<file path="src/rtl/ca_parity_pkg.sv">
package ca_parity_pkg;

    localparam int unsigned LAT_SEL_W = 3;

    typedef struct packed {
        logic vld;
        logic bad;
    } pipe_ent_t;

    typedef struct packed {
        logic err;
    } stat_t;

endpackage

</file>
<file path="src/rtl/ca_parity_tree.sv">
module ca_parity_tree #(
    parameter int unsigned IN_W = 8
) (
    input  logic [IN_W-1:0] bits_in,
    input  logic            par_in,
    output logic            bad
);
    always_comb begin
        bad = par_in;
        for (int i = 0; i < IN_W; i++) begin
            bad = bad ^ bits_in[i];
        end
    end
endmodule

</file>
<file path="src/rtl/ca_parity_lat_dec.sv">
module ca_parity_lat_dec
    import ca_parity_pkg::*;
#(
    parameter int unsigned MAX_LAT = 8,
    localparam int unsigned IDX_W  = (MAX_LAT > 1) ? $clog2(MAX_LAT) : 1
) (
    input  logic [LAT_SEL_W-1:0] sel,
    output logic                 chk_en,
    output logic [IDX_W-1:0]     tap_idx
);
    always_comb begin
        chk_en  = 1'b1;
        tap_idx = IDX_W'(0);
        case (sel)
            3'd1:    tap_idx = IDX_W'(3);
            3'd2:    tap_idx = IDX_W'(4);
            3'd3:    tap_idx = IDX_W'(5);
            3'd4:    tap_idx = IDX_W'(7);
            default: chk_en  = 1'b0;
        endcase
    end
endmodule

</file>
<file path="src/rtl/ca_parity_pipe.sv">
module ca_parity_pipe
    import ca_parity_pkg::*;
#(
    parameter int unsigned DEPTH = 8,
    localparam int unsigned IDX_W = (DEPTH > 1) ? $clog2(DEPTH) : 1
) (
    input  logic             clk,
    input  logic             rst_n,
    input  pipe_ent_t        ent_in,
    input  logic [IDX_W-1:0] tap_idx,
    output pipe_ent_t        ent_out
);
    pipe_ent_t [DEPTH-1:0] stg_d, stg_q;

    generate
        if (DEPTH > 1) begin : g_multi
            always_comb begin
                stg_d = {stg_q[DEPTH-2:0], ent_in};
            end
        end else begin : g_single
            always_comb begin
                stg_d = ent_in;
            end
        end
    endgenerate

    always_ff @(posedge clk) begin
        if (!rst_n) begin
            stg_q <= '0;
        end else begin
            stg_q <= stg_d;
        end
    end

    always_comb begin
        ent_out = stg_q[tap_idx];
    end
endmodule

</file>
<file path="src/rtl/ca_parity_gate.sv">
module ca_parity_gate
    import ca_parity_pkg::*;
#(
    parameter int unsigned ADDR_W  = 17,
    parameter int unsigned BA_W    = 2,
    parameter int unsigned BG_W    = 2,
    parameter int unsigned MAX_LAT = 8
) (
    input  logic                 clk,
    input  logic                 rst_n,
    input  logic                 cmd_vld,
    input  logic                 cmd_sel,
    input  logic                 cmd_act,
    input  logic                 cmd_ras,
    input  logic                 cmd_cas,
    input  logic                 cmd_we,
    input  logic [ADDR_W-1:0]    addr,
    input  logic [BA_W-1:0]      bank,
    input  logic [BG_W-1:0]      bgrp,
    input  logic                 par_in,
    input  logic                 cke_in,
    input  logic                 odt_in,
    input  logic [LAT_SEL_W-1:0] cfg_lat_sel,
    input  logic                 cfg_persist,
    input  logic                 clr_status,
    output logic                 exe_vld,
    output logic                 exe_go,
    output logic                 err_pulse,
    output logic                 err_status
);
    localparam int unsigned COV_W = 4 + ADDR_W + BA_W + BG_W;
    localparam int unsigned IDX_W = (MAX_LAT > 1) ? $clog2(MAX_LAT) : 1;

    // side-band pins are deliberately excluded from the parity word
    logic unused_side;
    assign unused_side = cke_in ^ odt_in;

    logic [COV_W-1:0] cov_bits;
    logic             word_bad;
    logic             chk_en;
    logic [IDX_W-1:0] tap_idx;
    pipe_ent_t        ent_in, ent_out;
    stat_t            st_d, st_q;
    logic             chk_live;
    logic             blk;

    assign cov_bits = {cmd_act, cmd_ras, cmd_cas, cmd_we, addr, bank, bgrp};

    ca_parity_tree #(.IN_W(COV_W)) u_tree (
        .bits_in (cov_bits),
        .par_in  (par_in),
        .bad     (word_bad)
    );

    ca_parity_lat_dec #(.MAX_LAT(MAX_LAT)) u_dec (
        .sel     (cfg_lat_sel),
        .chk_en  (chk_en),
        .tap_idx (tap_idx)
    );

    always_comb begin
        ent_in.vld = cmd_vld & cmd_sel;
        ent_in.bad = word_bad;
    end

    ca_parity_pipe #(.DEPTH(MAX_LAT)) u_pipe (
        .clk     (clk),
        .rst_n   (rst_n),
        .ent_in  (ent_in),
        .tap_idx (tap_idx),
        .ent_out (ent_out)
    );

    always_comb begin
        chk_live = chk_en & (cfg_persist | ~st_q.err);
        blk      = ent_out.vld & chk_live & ent_out.bad;
        st_d     = st_q;
        if (blk) begin
            st_d.err = 1'b1;
        end else if (clr_status) begin
            st_d.err = 1'b0;
        end
    end

    always_ff @(posedge clk) begin
        if (!rst_n) begin
            st_q <= '0;
        end else begin
            st_q <= st_d;
        end
    end

    assign exe_vld    = ent_out.vld;
    assign exe_go     = ent_out.vld & ~blk;
    assign err_pulse  = blk;
    assign err_status = st_q.err;
endmodule

</file>
<file path="config.mk">
export PLATFORM = sky130hd
export DESIGN_NAME = ca_parity_gate
export DESIGN_NICKNAME = d
export VERILOG_FILES = /design/src/rtl/ca_parity_pkg.sv /design/src/rtl/ca_parity_tree.sv /design/src/rtl/ca_parity_lat_dec.sv /design/src/rtl/ca_parity_pipe.sv /design/src/rtl/ca_parity_gate.sv
export SDC_FILE = /design/constraint.sdc
export NUM_CORES = 1
export LEC_CHECK = 0
export CORE_MARGIN = 8
export CORE_UTILIZATION = 40
export DETAILED_ROUTE_END_ITERATION = 8
export HOLD_SLACK_MARGIN = 0.12
export PLACE_DENSITY = 0.84
export SLEW_MARGIN = 20
export SYNTH_ARGS = -nofsm -noshare
export SYNTH_HDL_FRONTEND = slang
export SYNTH_HIERARCHICAL = 1
export SYNTH_SLANG_ARGS = --single-unit
</file>
<file path="constraint.sdc">
create_clock -name clk -period 4.8 [get_ports clk]
set_input_delay 1.44 -clock clk [delete_from_list [all_inputs] [get_ports clk]]
set_output_delay 1.44 -clock clk [all_outputs]
set_load 0.05 [all_outputs]
</file>
==> results of run 1 <==
## state kept, by name, indices dropped and copies added (netlist names)
register / flops
u_pipe/stg_d: 14
err_status: 1
u_pipe/stg_q: 2
## how the worst max path moves through the flow
| stage | slack, ns | depth (start not counted) | endpoint | startpoint |
|---|---|---|---|---|
| after global placement | -0.38 | 8 | exe_go | cfg_lat_sel[2] |
| after CTS | 0.001 | 8 | exe_go | cfg_lat_sel[1] |
| after detailed placement | -0.41 | 8 | exe_go | cfg_lat_sel[2] |
| final | 0.08 | 8 | exe_go | cfg_lat_sel[1] |
| after floorplan | 0.05 | 6 | exe_go | cfg_lat_sel[1] |
| after global routing | 0.008 | 8 | exe_go | cfg_lat_sel[1] |
## stage by stage
| stage | setup TNS [ns] | cells | power, mW | cell area, µm² |
|---|---|---|---|---|
| floorplan | 0 | 80 | 0.234 | 937 |
| global placement | -0.967 | 151 | 0.276 | 1400 |
| detailed placement | -1.05 | 151 | 0.279 | 1400 |
| CTS | 0 | 155 | 0.357 | 1430 |
| global route | 0 | 155 | 0.370 | 1430 |
| finish | 0 | 155 | 0.352 | 1430 |
## worst max-delay path, delay by kind of cell
| family | cells | cell delay, ns |
|---|---|---|
| mux | 2 | 0.83 |
| compound gates | 2 | 0.23 |
| buf+inv | 3 | 0.35 |
| simple gates | 1 | 0.41 |
## routing by layer
layer / up-vias / GRT usage / share of wire
met2: 41 / 0.164 / 0.48
met4: 0 / 0.0501 / 0.0071
li1: 358 / - / -
met1: 322 / 0.116 / 0.41
met5: - / 0 / 0
met3: 2 / 0.0418 / 0.10
## layout make-up
cell class | count | area (µm²)
inverter | 3 | 11.3
sequential | 17 | 340
timing repair buffer | 44 | 419
multi-input combinational | 59 | 593
fill | 176 | 766
clock buffer | 4 | 26.3
tap | 28 | 35.0
## layout by cell type, fill, tap and decap left out, drive strengths merged
cell type / Yosys / routed
nand3: 1 / 1
dfxtp: 17 / 17
o21a: 1 / 1
xnor3: 2 / 2
clkbuf: 1 / 5
xnor2: 22 / 22
clkdlybuf4s50: 0 / 32
mux4: 4 / 4
or3b: 1 / 1
mux2: 2 / 2
nand3b: 1 / 1
and2: 17 / 17
xor2: 1 / 1
inv: 3 / 3
o31ai: 1 / 1
nor2b: 1 / 1
o21ai: 2 / 2
nor2: 3 / 3
buf: 0 / 11
## power by group through the flow
stage | logic, mW | clock network [mW] | registers [mW]
after global placement | 0.121 | 0 | 0.155
after detailed placement | 0.124 | 0 | 0.155
after CTS | 0.127 | 0.0767 | 0.153
final | 0.126 | 0.0722 | 0.153
after global routing | 0.135 | 0.0810 | 0.154
after floorplan | 0.0794 | 0 | 0.155
## timing repair
action                                 in CTS  in global routing
endpoints found under the hold margin       0                  0
cloned                                      0                  0
gates resized for setup                    20                  2
pin swaps                                   2                  1
buffers inserted                            0                  0
setup endpoints to repair                   3                  3
## kinds of logic after synthesis
family / after synthesis
multiplexers: 6
AO/OA/AOI/OAI: 4
XOR/XNOR: 25
buffers and inverters: 4
flip-flops: 17
AND/OR/NAND/NOR: 24
==> impl_metrics.tcl, run 1 <==
set metrics [dict create \
    status "finished clean" \
    worstPathArrival_ns 3.28 \
    criticalPathCategory "primary input to output port" \
    die_w_um 64.0 \
    synthAdderAreaFrac 0 \
    fin_util 0.650 \
    avgSynthCellArea_um2 11.5 \
    power_leakage_nw 0.559 \
    rsz0062_at_grt "false" \
    synth_async_sr_flop_share 0 \
    crit_fanout 4 \
    grt_overflow_total 0 \
    dpl.hpwl_um 1600 \
    clock_tree.buffer_depth 2 \
    hold_depth 1 \
    yosys.area.top_type "dfxtp_1" \
    layout_min_cycle_time_ns 4.72 \
    worst_setup_path_end_kind "output port" \
    synth_top_family_by_area "XOR/XNOR gates" \
    r2r_end "err_status$_SDFFE_PN0P_" \
    num_vias 723 \
    min_path_type "flip-flop to flip-flop" \
    finalCritPeriodShare 0.983 \
    clkLatencyLatePin_ns 0.28 \
    p_sw_mw 0.0837 \
    synth.top_cells.by_count "xnor2_1, and2_1, dfxtp_1" \
    crit_slowest_cell "mux4_2" \
    p_per_area_nw_per_um2 247 \
    r2r_start "u_pipe/stg_d[13]$_SDFF_PN0_" \
    dpl_worst_slack_ns -0.413 \
    synth_top_area_share 0.370 \
    wl_per_cell_um 12.8 \
    nNetsFinal 165 \
    dr.pass1.iters 5 \
    synth-seq-area-share 0.370 \
    setup-violations-final 0 \
    antenna_found_initial 0 \
    finClkSkew_ns 0.00231 \
    synth-seq-cells 17 \
    numPortBuffers 38 \
    synth_compound_area_frac 0.0327 \
    drc_errors 0 \
    intPower_mw 0.268 \
    syn_inst 80 \
    grt_first_pass_wirelength_um 3440 \
    pwr-share-comb 0.359 \
    clk_pin_slew_ns 0.09 \
    pwr-share-clk 0.205 \
    holdPathEnd "u_pipe/stg_d[7]$_SDFF_PN0_" \
    die_area_um2 4090 \
    cp_cell_sequence "clkbuf_2 -> or3b_4 -> o21ai_4 -> mux4_2 -> mux2_4 -> buf_6 -> o21a_4 -> buf_12" \
    rows 17 \
    grtUsageTotal 0.103 \
    cts_num_sinks 17 \
    switching_share 0.238 \
    ys_dominant_reg_cell "dfxtp_1" \
    finalHoldViolations 0 \
    gp_congestion 0.688 \
    p_seq_frac 0.436 \
    cts_buffers 3 \
    synth_edf_count 0 \
    ant_nets 0 \
    detail_route.wirelength_um 1980 \
    synth_area_um2 920 \
    synth_xor_area_frac 0.276 \
    holdCritStartpoint "u_pipe/stg_d[5]$_SDFF_PN0_" \
    synth_mux_area_frac 0.139 \
    grt_max_degree 19 \
    io_pins 41 \
    whs_ns 0.468 \
    ys_warn_count 6 \
    required_ns 3.36 \
    yosysMostFrequentCell "xnor2_1" \
    reg2regPathDepth 5 \
    drt-vias-per-instance 4.66 \
    start_kind "primary input" \
    syn_nets 117 \
    ys_top_cells_by_area "dfxtp_1, xnor2_1, and2_1" \
    drive_gt1_frac 0.228 \
    max-slew-margin-rel 0.671 \
    h-tree-depth 1 \
    tritoncts "built" \
    core-area_um2 2190 \
    postCtsHoldBufs 0 \
    root_buffer "clkbuf_4" \
    cap_violations 0 \
    diodes 0 \
    first_global_vias 793 \
    tightest_slew_ns 0.492 \
    start_util 0.420 \
    r2r_setup_slack_ns 3.35 \
    synthSimpleGateAreaFrac 0.166 \
    peakVddDrop_v 0.000146 \
    ys_types 18 \
    drt_iter0_drc 15 \
    slew_viol_final 0 \
    setup_slack_ns 0.0801 \
    area_delta_synth_final_pct 55.0 \
    max_stage_delay_ns 0.53 \
    fmax_mhz 212 \
    die-height_um 64.0 \
]
(Power assumes the default switching activity.)
==> run 2, diff against run 1 <==
==> constraint.sdc (replaced) <==
create_clock -name clk -period 4.8 [get_ports clk]
set_input_delay 1.44 -clock clk [delete_from_list [all_inputs] [get_ports clk]]
set_output_delay 1.44 -clock clk [all_outputs]
set_load 0.005 [all_outputs]
==> run 2 against run 1 <==
Compared with the run above: routed wire length decreased by 1.3%; fmax up 0.59%; total power decreased by 0.84%; critical path depth increased by 1; clock power about the same; non-clock buffer count rose by 3; worst hold slack improved by 0.0051 ns; critical path type unchanged; critical endpoint unchanged; largest power group unchanged.
==> impl_metrics.tcl, run 2 (same netlist as run 1, synthesis figures left out) <==
set metrics [dict create \
    crit_fanout 4 \
    required_ns 3.36 \
    numPortBuffers 38 \
    gp_congestion 0.693 \
    min_path_type "flip-flop to flip-flop" \
    root_buffer "clkbuf_4" \
    drc_errors 0 \
    cap_violations 0 \
    dr.pass1.iters 4 \
    wl_per_cell_um 12.4 \
    start_kind "primary input" \
    clkLatencyLatePin_ns 0.29 \
    use_met1 0.0946 \
    whs_ns 0.473 \
    cts_buffers 3 \
    placed_area_um2 1380 \
    fin_util 0.648 \
    rows 17 \
    finClkSkew_ns 0.00375 \
    rsz0062_at_grt "false" \
    core-area_um2 2190 \
    largest_reg_flops 14 \
    crit_slowest_cell "mux4_2" \
    slew_viol_final 0 \
    detail_route.wirelength_um 1950 \
    criticalPathCategory "primary input to output port" \
    p_per_area_nw_per_um2 246 \
    clock_tree.buffer_depth 2 \
    peakVddDrop_v 0.000148 \
    grt_first_pass_wirelength_um 3370 \
    design_area_um2 1420 \
    met2_usage 0.172 \
    fin_setup_tns_ns 0 \
    fmax_mhz 213 \
    h-tree-depth 1 \
    first_global_vias 804 \
    layout_common_cells "clkdlybuf4s50_1, xnor2_1, and2_1, dfxtp_1, buf_4" \
    power.total_mw 0.349 \
    p_sw_mw 0.0823 \
    seq_area_um2 340 \
    die_area_um2 4090 \
    max_stage_delay_ns 0.48 \
    ant_nets 0 \
    cpMostUsedCell "buf_6" \
    pwr-share-comb 0.350 \
    postCtsHoldBufs 0 \
    nNetsFinal 168 \
    max-slew-margin-rel 0.579 \
    clk_pin_slew_ns 0.09 \
    diodes 0 \
    finalCritPeriodShare 0.978 \
    worstPathArrival_ns 3.25 \
    drt-vias-per-instance 4.62 \
    die_w_um 64.0 \
    layout_min_cycle_time_ns 4.69 \
    io_pins 41 \
    power_leakage_nw 0.571 \
    dpl.hpwl_um 1670 \
    tritoncts "built" \
    worst_setup_path_end_kind "output port" \
    grt_use_met3 0.0592 \
    tightest_slew_ns 0.625 \
    cts_num_sinks 17 \
    grt_overflow_total 0 \
    num-fill-cells 174 \
    layout_commonest_cell "clkdlybuf4s50_1" \
    cp_cell_sequence "buf_6 -> or3b_4 -> o21ai_2 -> buf_6 -> mux4_2 -> mux2_4 -> buf_4 -> o21a_1 -> buf_2" \
    num_vias 730 \
    start_util 0.420 \
    pwr-share-clk 0.208 \
    switching_share 0.236 \
    status "finished clean" \
    busiest_layer "met2" \
    multi_input_area_um2 568 \
    intPower_mw 0.267 \
    p_seq_frac 0.442 \
    area_delta_synth_final_pct 54.3 \
    die-height_um 64.0 \
    drt_iter0_drc 10 \
    grt_max_degree 19 \
    antenna_found_initial 0 \
    finalHoldViolations 0 \
    grtUsageTotal 0.101 \
    setup-violations-final 0 \
    drive_gt1_frac 0.231 \
]
run 2: what timing repair did:
action	in CTS	in global routing
pin swaps	3	0
setup endpoints to repair	3	3
gates resized for setup	31	4
setup buffers	3	0
run 2: worst paths after layout:
check / cells after the start / endpoint / startpoint / slack, ns
worst max-delay path: 9 / exe_go / cfg_lat_sel[0] / 0.11
worst min-delay path: 1 / u_pipe/stg_d[7]$_SDFF_PN0_ / u_pipe/stg_d[5]$_SDFF_PN0_ / 0.47
worst max register to register: 7 / err_status$_SDFFE_PN0P_ / u_pipe/stg_d[12]$_SDFF_PN0_ / 3.22
worst min register to register: 1 / u_pipe/stg_d[7]$_SDFF_PN0_ / u_pipe/stg_d[5]$_SDFF_PN0_ / 0.47
run 2: worst max-delay path: cells and delay by family:
kind | cells | cell delay, ns
mux | 2 | 0.77
buf+inv | 4 | 0.49
simple gates | 1 | 0.39
compound gates | 2 | 0.16
run 2: cell type report:
type                       count  area share
clock inverter                 1     0.00353
clock buffer                   3      0.0159
inverter                       3     0.00794
sequential                    17       0.240
timing repair buffer          47       0.308
tap                           28      0.0247
multi-input combinational     59       0.400
run 2: metal layers:
layer,share of wire,vias to the layer above
met5,0,-
met4,0.015,0
met3,0.14,3
met2,0.48,40
met1,0.37,325
li1,-,362
run 2: stage by stage:
step | setup WS [ns] | std cells
global route | 0.0272 | 158
finish | 0.108 | 158
floorplan | 0.175 | 80
global placement | -0.691 | 152
CTS | 0.00419 | 158
detailed placement | -0.748 | 152
run 2: power by group through the flow:
stage | clock network (mW) | logic, mW | registers, mW
final | 0.0724 | 0.122 | 0.154
after global routing | 0.0822 | 0.132 | 0.155
after CTS | 0.0763 | 0.123 | 0.154
after detailed placement | 0 | 0.121 | 0.157
after global placement | 0 | 0.116 | 0.155
after floorplan | 0 | 0.0755 | 0.155
==> run 3, diff against run 2 <==
- clock period: 4.8 -> 6 ns (I/O delays scaled with it)
==> run 3 against run 2 <==
Compared with the run above: via count is 2.3% higher; global-route usage is 0.80 points higher; clock skew is 0.0019 ns higher; design area is 0.35% higher; routed wire length is 5.5% higher; sequential share of layout area is 0.084 points lower; sequential power is 20% lower; register-to-register slack better by 1.2 ns; critical path depth is 2 higher; core utilization is 0.23 points higher.
==> impl_metrics.tcl, run 3 (same netlist as run 1, synthesis figures left out) <==
set metrics [dict create \
    status "finished clean" \
    peakVddDrop_v 0.000117 \
    antenna_found_initial 0 \
    clkLatencyLatePin_ns 0.28 \
    rsz0062_at_grt "false" \
    drive_gt1_frac 0.155 \
    layout_common_cells "clkdlybuf4s50_1, xnor2_1, and2_1, dfxtp_1, buf_4" \
    dr.pass1.iters 4 \
    crit_fanout 3 \
    tritoncts "built" \
    cts_buffers 3 \
    fmax_mhz 170 \
    clk_pin_slew_ns 0.09 \
    cts_num_sinks 17 \
    criticalPathCategory "primary input to output port" \
    grt_first_pass_wirelength_um 3660 \
    gp_congestion 0.693 \
    finClkSkew_ns 0.00567 \
    start_util 0.420 \
    drt_iter0_drc 19 \
    power.total_mw 0.280 \
    ant_nets 0 \
    num_vias 747 \
    p_per_area_nw_per_um2 197 \
    tightest_slew_ns 0.619 \
    area_delta_synth_final_pct 54.8 \
    numPortBuffers 38 \
    detail_route.wirelength_um 2060 \
    grt_overflow_total 0 \
    grt_max_degree 19 \
    r2r_setup_slack_ns 4.43 \
    root_buffer "clkbuf_4" \
    drt-vias-per-instance 4.76 \
    max-slew-margin-rel 0.583 \
    diodes 0 \
    worst_setup_path_end_kind "output port" \
    die-height_um 64.0 \
    clock_tree.buffer_depth 2 \
    rows 17 \
    h-tree-depth 1 \
    dpl.hpwl_um 1720 \
    first_global_vias 864 \
    wl_per_cell_um 13.1 \
    seq_area_um2 340 \
    layout_min_cycle_time_ns 5.87 \
    io_pins 41 \
    grtUsageTotal 0.109 \
    min_path_type "flip-flop to flip-flop" \
    core-area_um2 2190 \
    start_kind "primary input" \
    whs_ns 0.475 \
    slew_viol_final 0 \
    drc_errors 0 \
    worstPathArrival_ns 4.07 \
    largest_reg_flops 14 \
    reg2regPathDepth 6 \
    setup-violations-final 0 \
    layout_commonest_cell "clkdlybuf4s50_1" \
    nNetsFinal 167 \
    cap_violations 0 \
    hold_depth 1 \
    power_leakage_nw 0.582 \
    die_area_um2 4090 \
    num-fill-cells 193 \
    postCtsHoldBufs 0 \
    required_ns 4.20 \
    finalHoldViolations 0 \
    finalCritPeriodShare 0.978 \
    multi_input_area_um2 566 \
    die_w_um 64.0 \
]
run 3: cell types whose count changed in the layout (fill, tap and decap cells not counted), sizes merged:
cell	delta
buf	-6
dlygate4sd2	+6
clkbuf	+1
clkdlybuf4s15	-1
clkinv	-1
run 3: final timing paths:
kind,start,to
worst max-delay path,cfg_lat_sel[0],err_pulse
worst min-delay path,u_pipe/stg_d[3]$_SDFF_PN0_,u_pipe/stg_d[5]$_SDFF_PN0_
worst max register to register,u_pipe/stg_d[9]$_SDFF_PN0_,err_status$_SDFFE_PN0P_
worst min register to register,u_pipe/stg_d[3]$_SDFF_PN0_,u_pipe/stg_d[5]$_SDFF_PN0_
run 3: worst max-delay path: stages:
cell           delay (ns)
dlygate4sd2_1        0.25
or3b_1               0.39
o21ai_1              0.09
buf_4                0.16
buf_12               0.10
mux4_2               0.49
mux2_4               0.29
nand3_2              0.09
buf_4                0.11
nor2_1               0.03
dlygate4sd2_1        0.26
run 3: through the flow:
| step | instances | instance area (µm²) | utilization | setup TNS, ns | worst slack (ns) |
|---|---|---|---|---|---|
| 6_report | 157 | 1420 | 0.650 | 0 | 0.134 |
| 3_5_place_dp | 152 | 1380 | 0.632 | -0.651 | -0.290 |
| 5_1_grt | 157 | 1420 | 0.650 | 0 | 0.0548 |
| 3_3_place_gp | 152 | 1380 | 0.632 | -0.477 | -0.212 |
| 4_1_cts | 157 | 1420 | 0.650 | 0 | 0.141 |
| 2_1_floorplan | 80 | 920 | - | 0 | 0.655 |
run 3: repair_timing:
item                       4_1_cts  5_1_grt
setup endpoints to repair        3        0
resized for setup               13        0
hold endpoints to repair         0        0
setup buffers                    1        0
run 3: power breakdown:
part           switching [mW]  total (mW)  internal, mW
registers             0.00345       0.123         0.120
clock network          0.0330      0.0588        0.0258
logic                  0.0291      0.0985        0.0694
run 3: per-layer routing:
| layer | vias up | track usage | wire (µm) |
|---|---|---|---|
| met3 | 2 | 0.0610 | 269 |
| met2 | 43 | 0.199 | 1030 |
| met4 | 0 | 0.0501 | 12 |
| met5 | - | 0 | 0 |
| li1 | 360 | - | - |
| met1 | 342 | 0.0939 | 748 |
run 3: final cells by class:
cell class	instances	share of cell area
well taps	28	0.0246
clock buffers	4	0.0185
multi-input cells	59	0.397
inverters	3	0.00791
repair buffers	46	0.313
flip-flops and latches	17	0.239
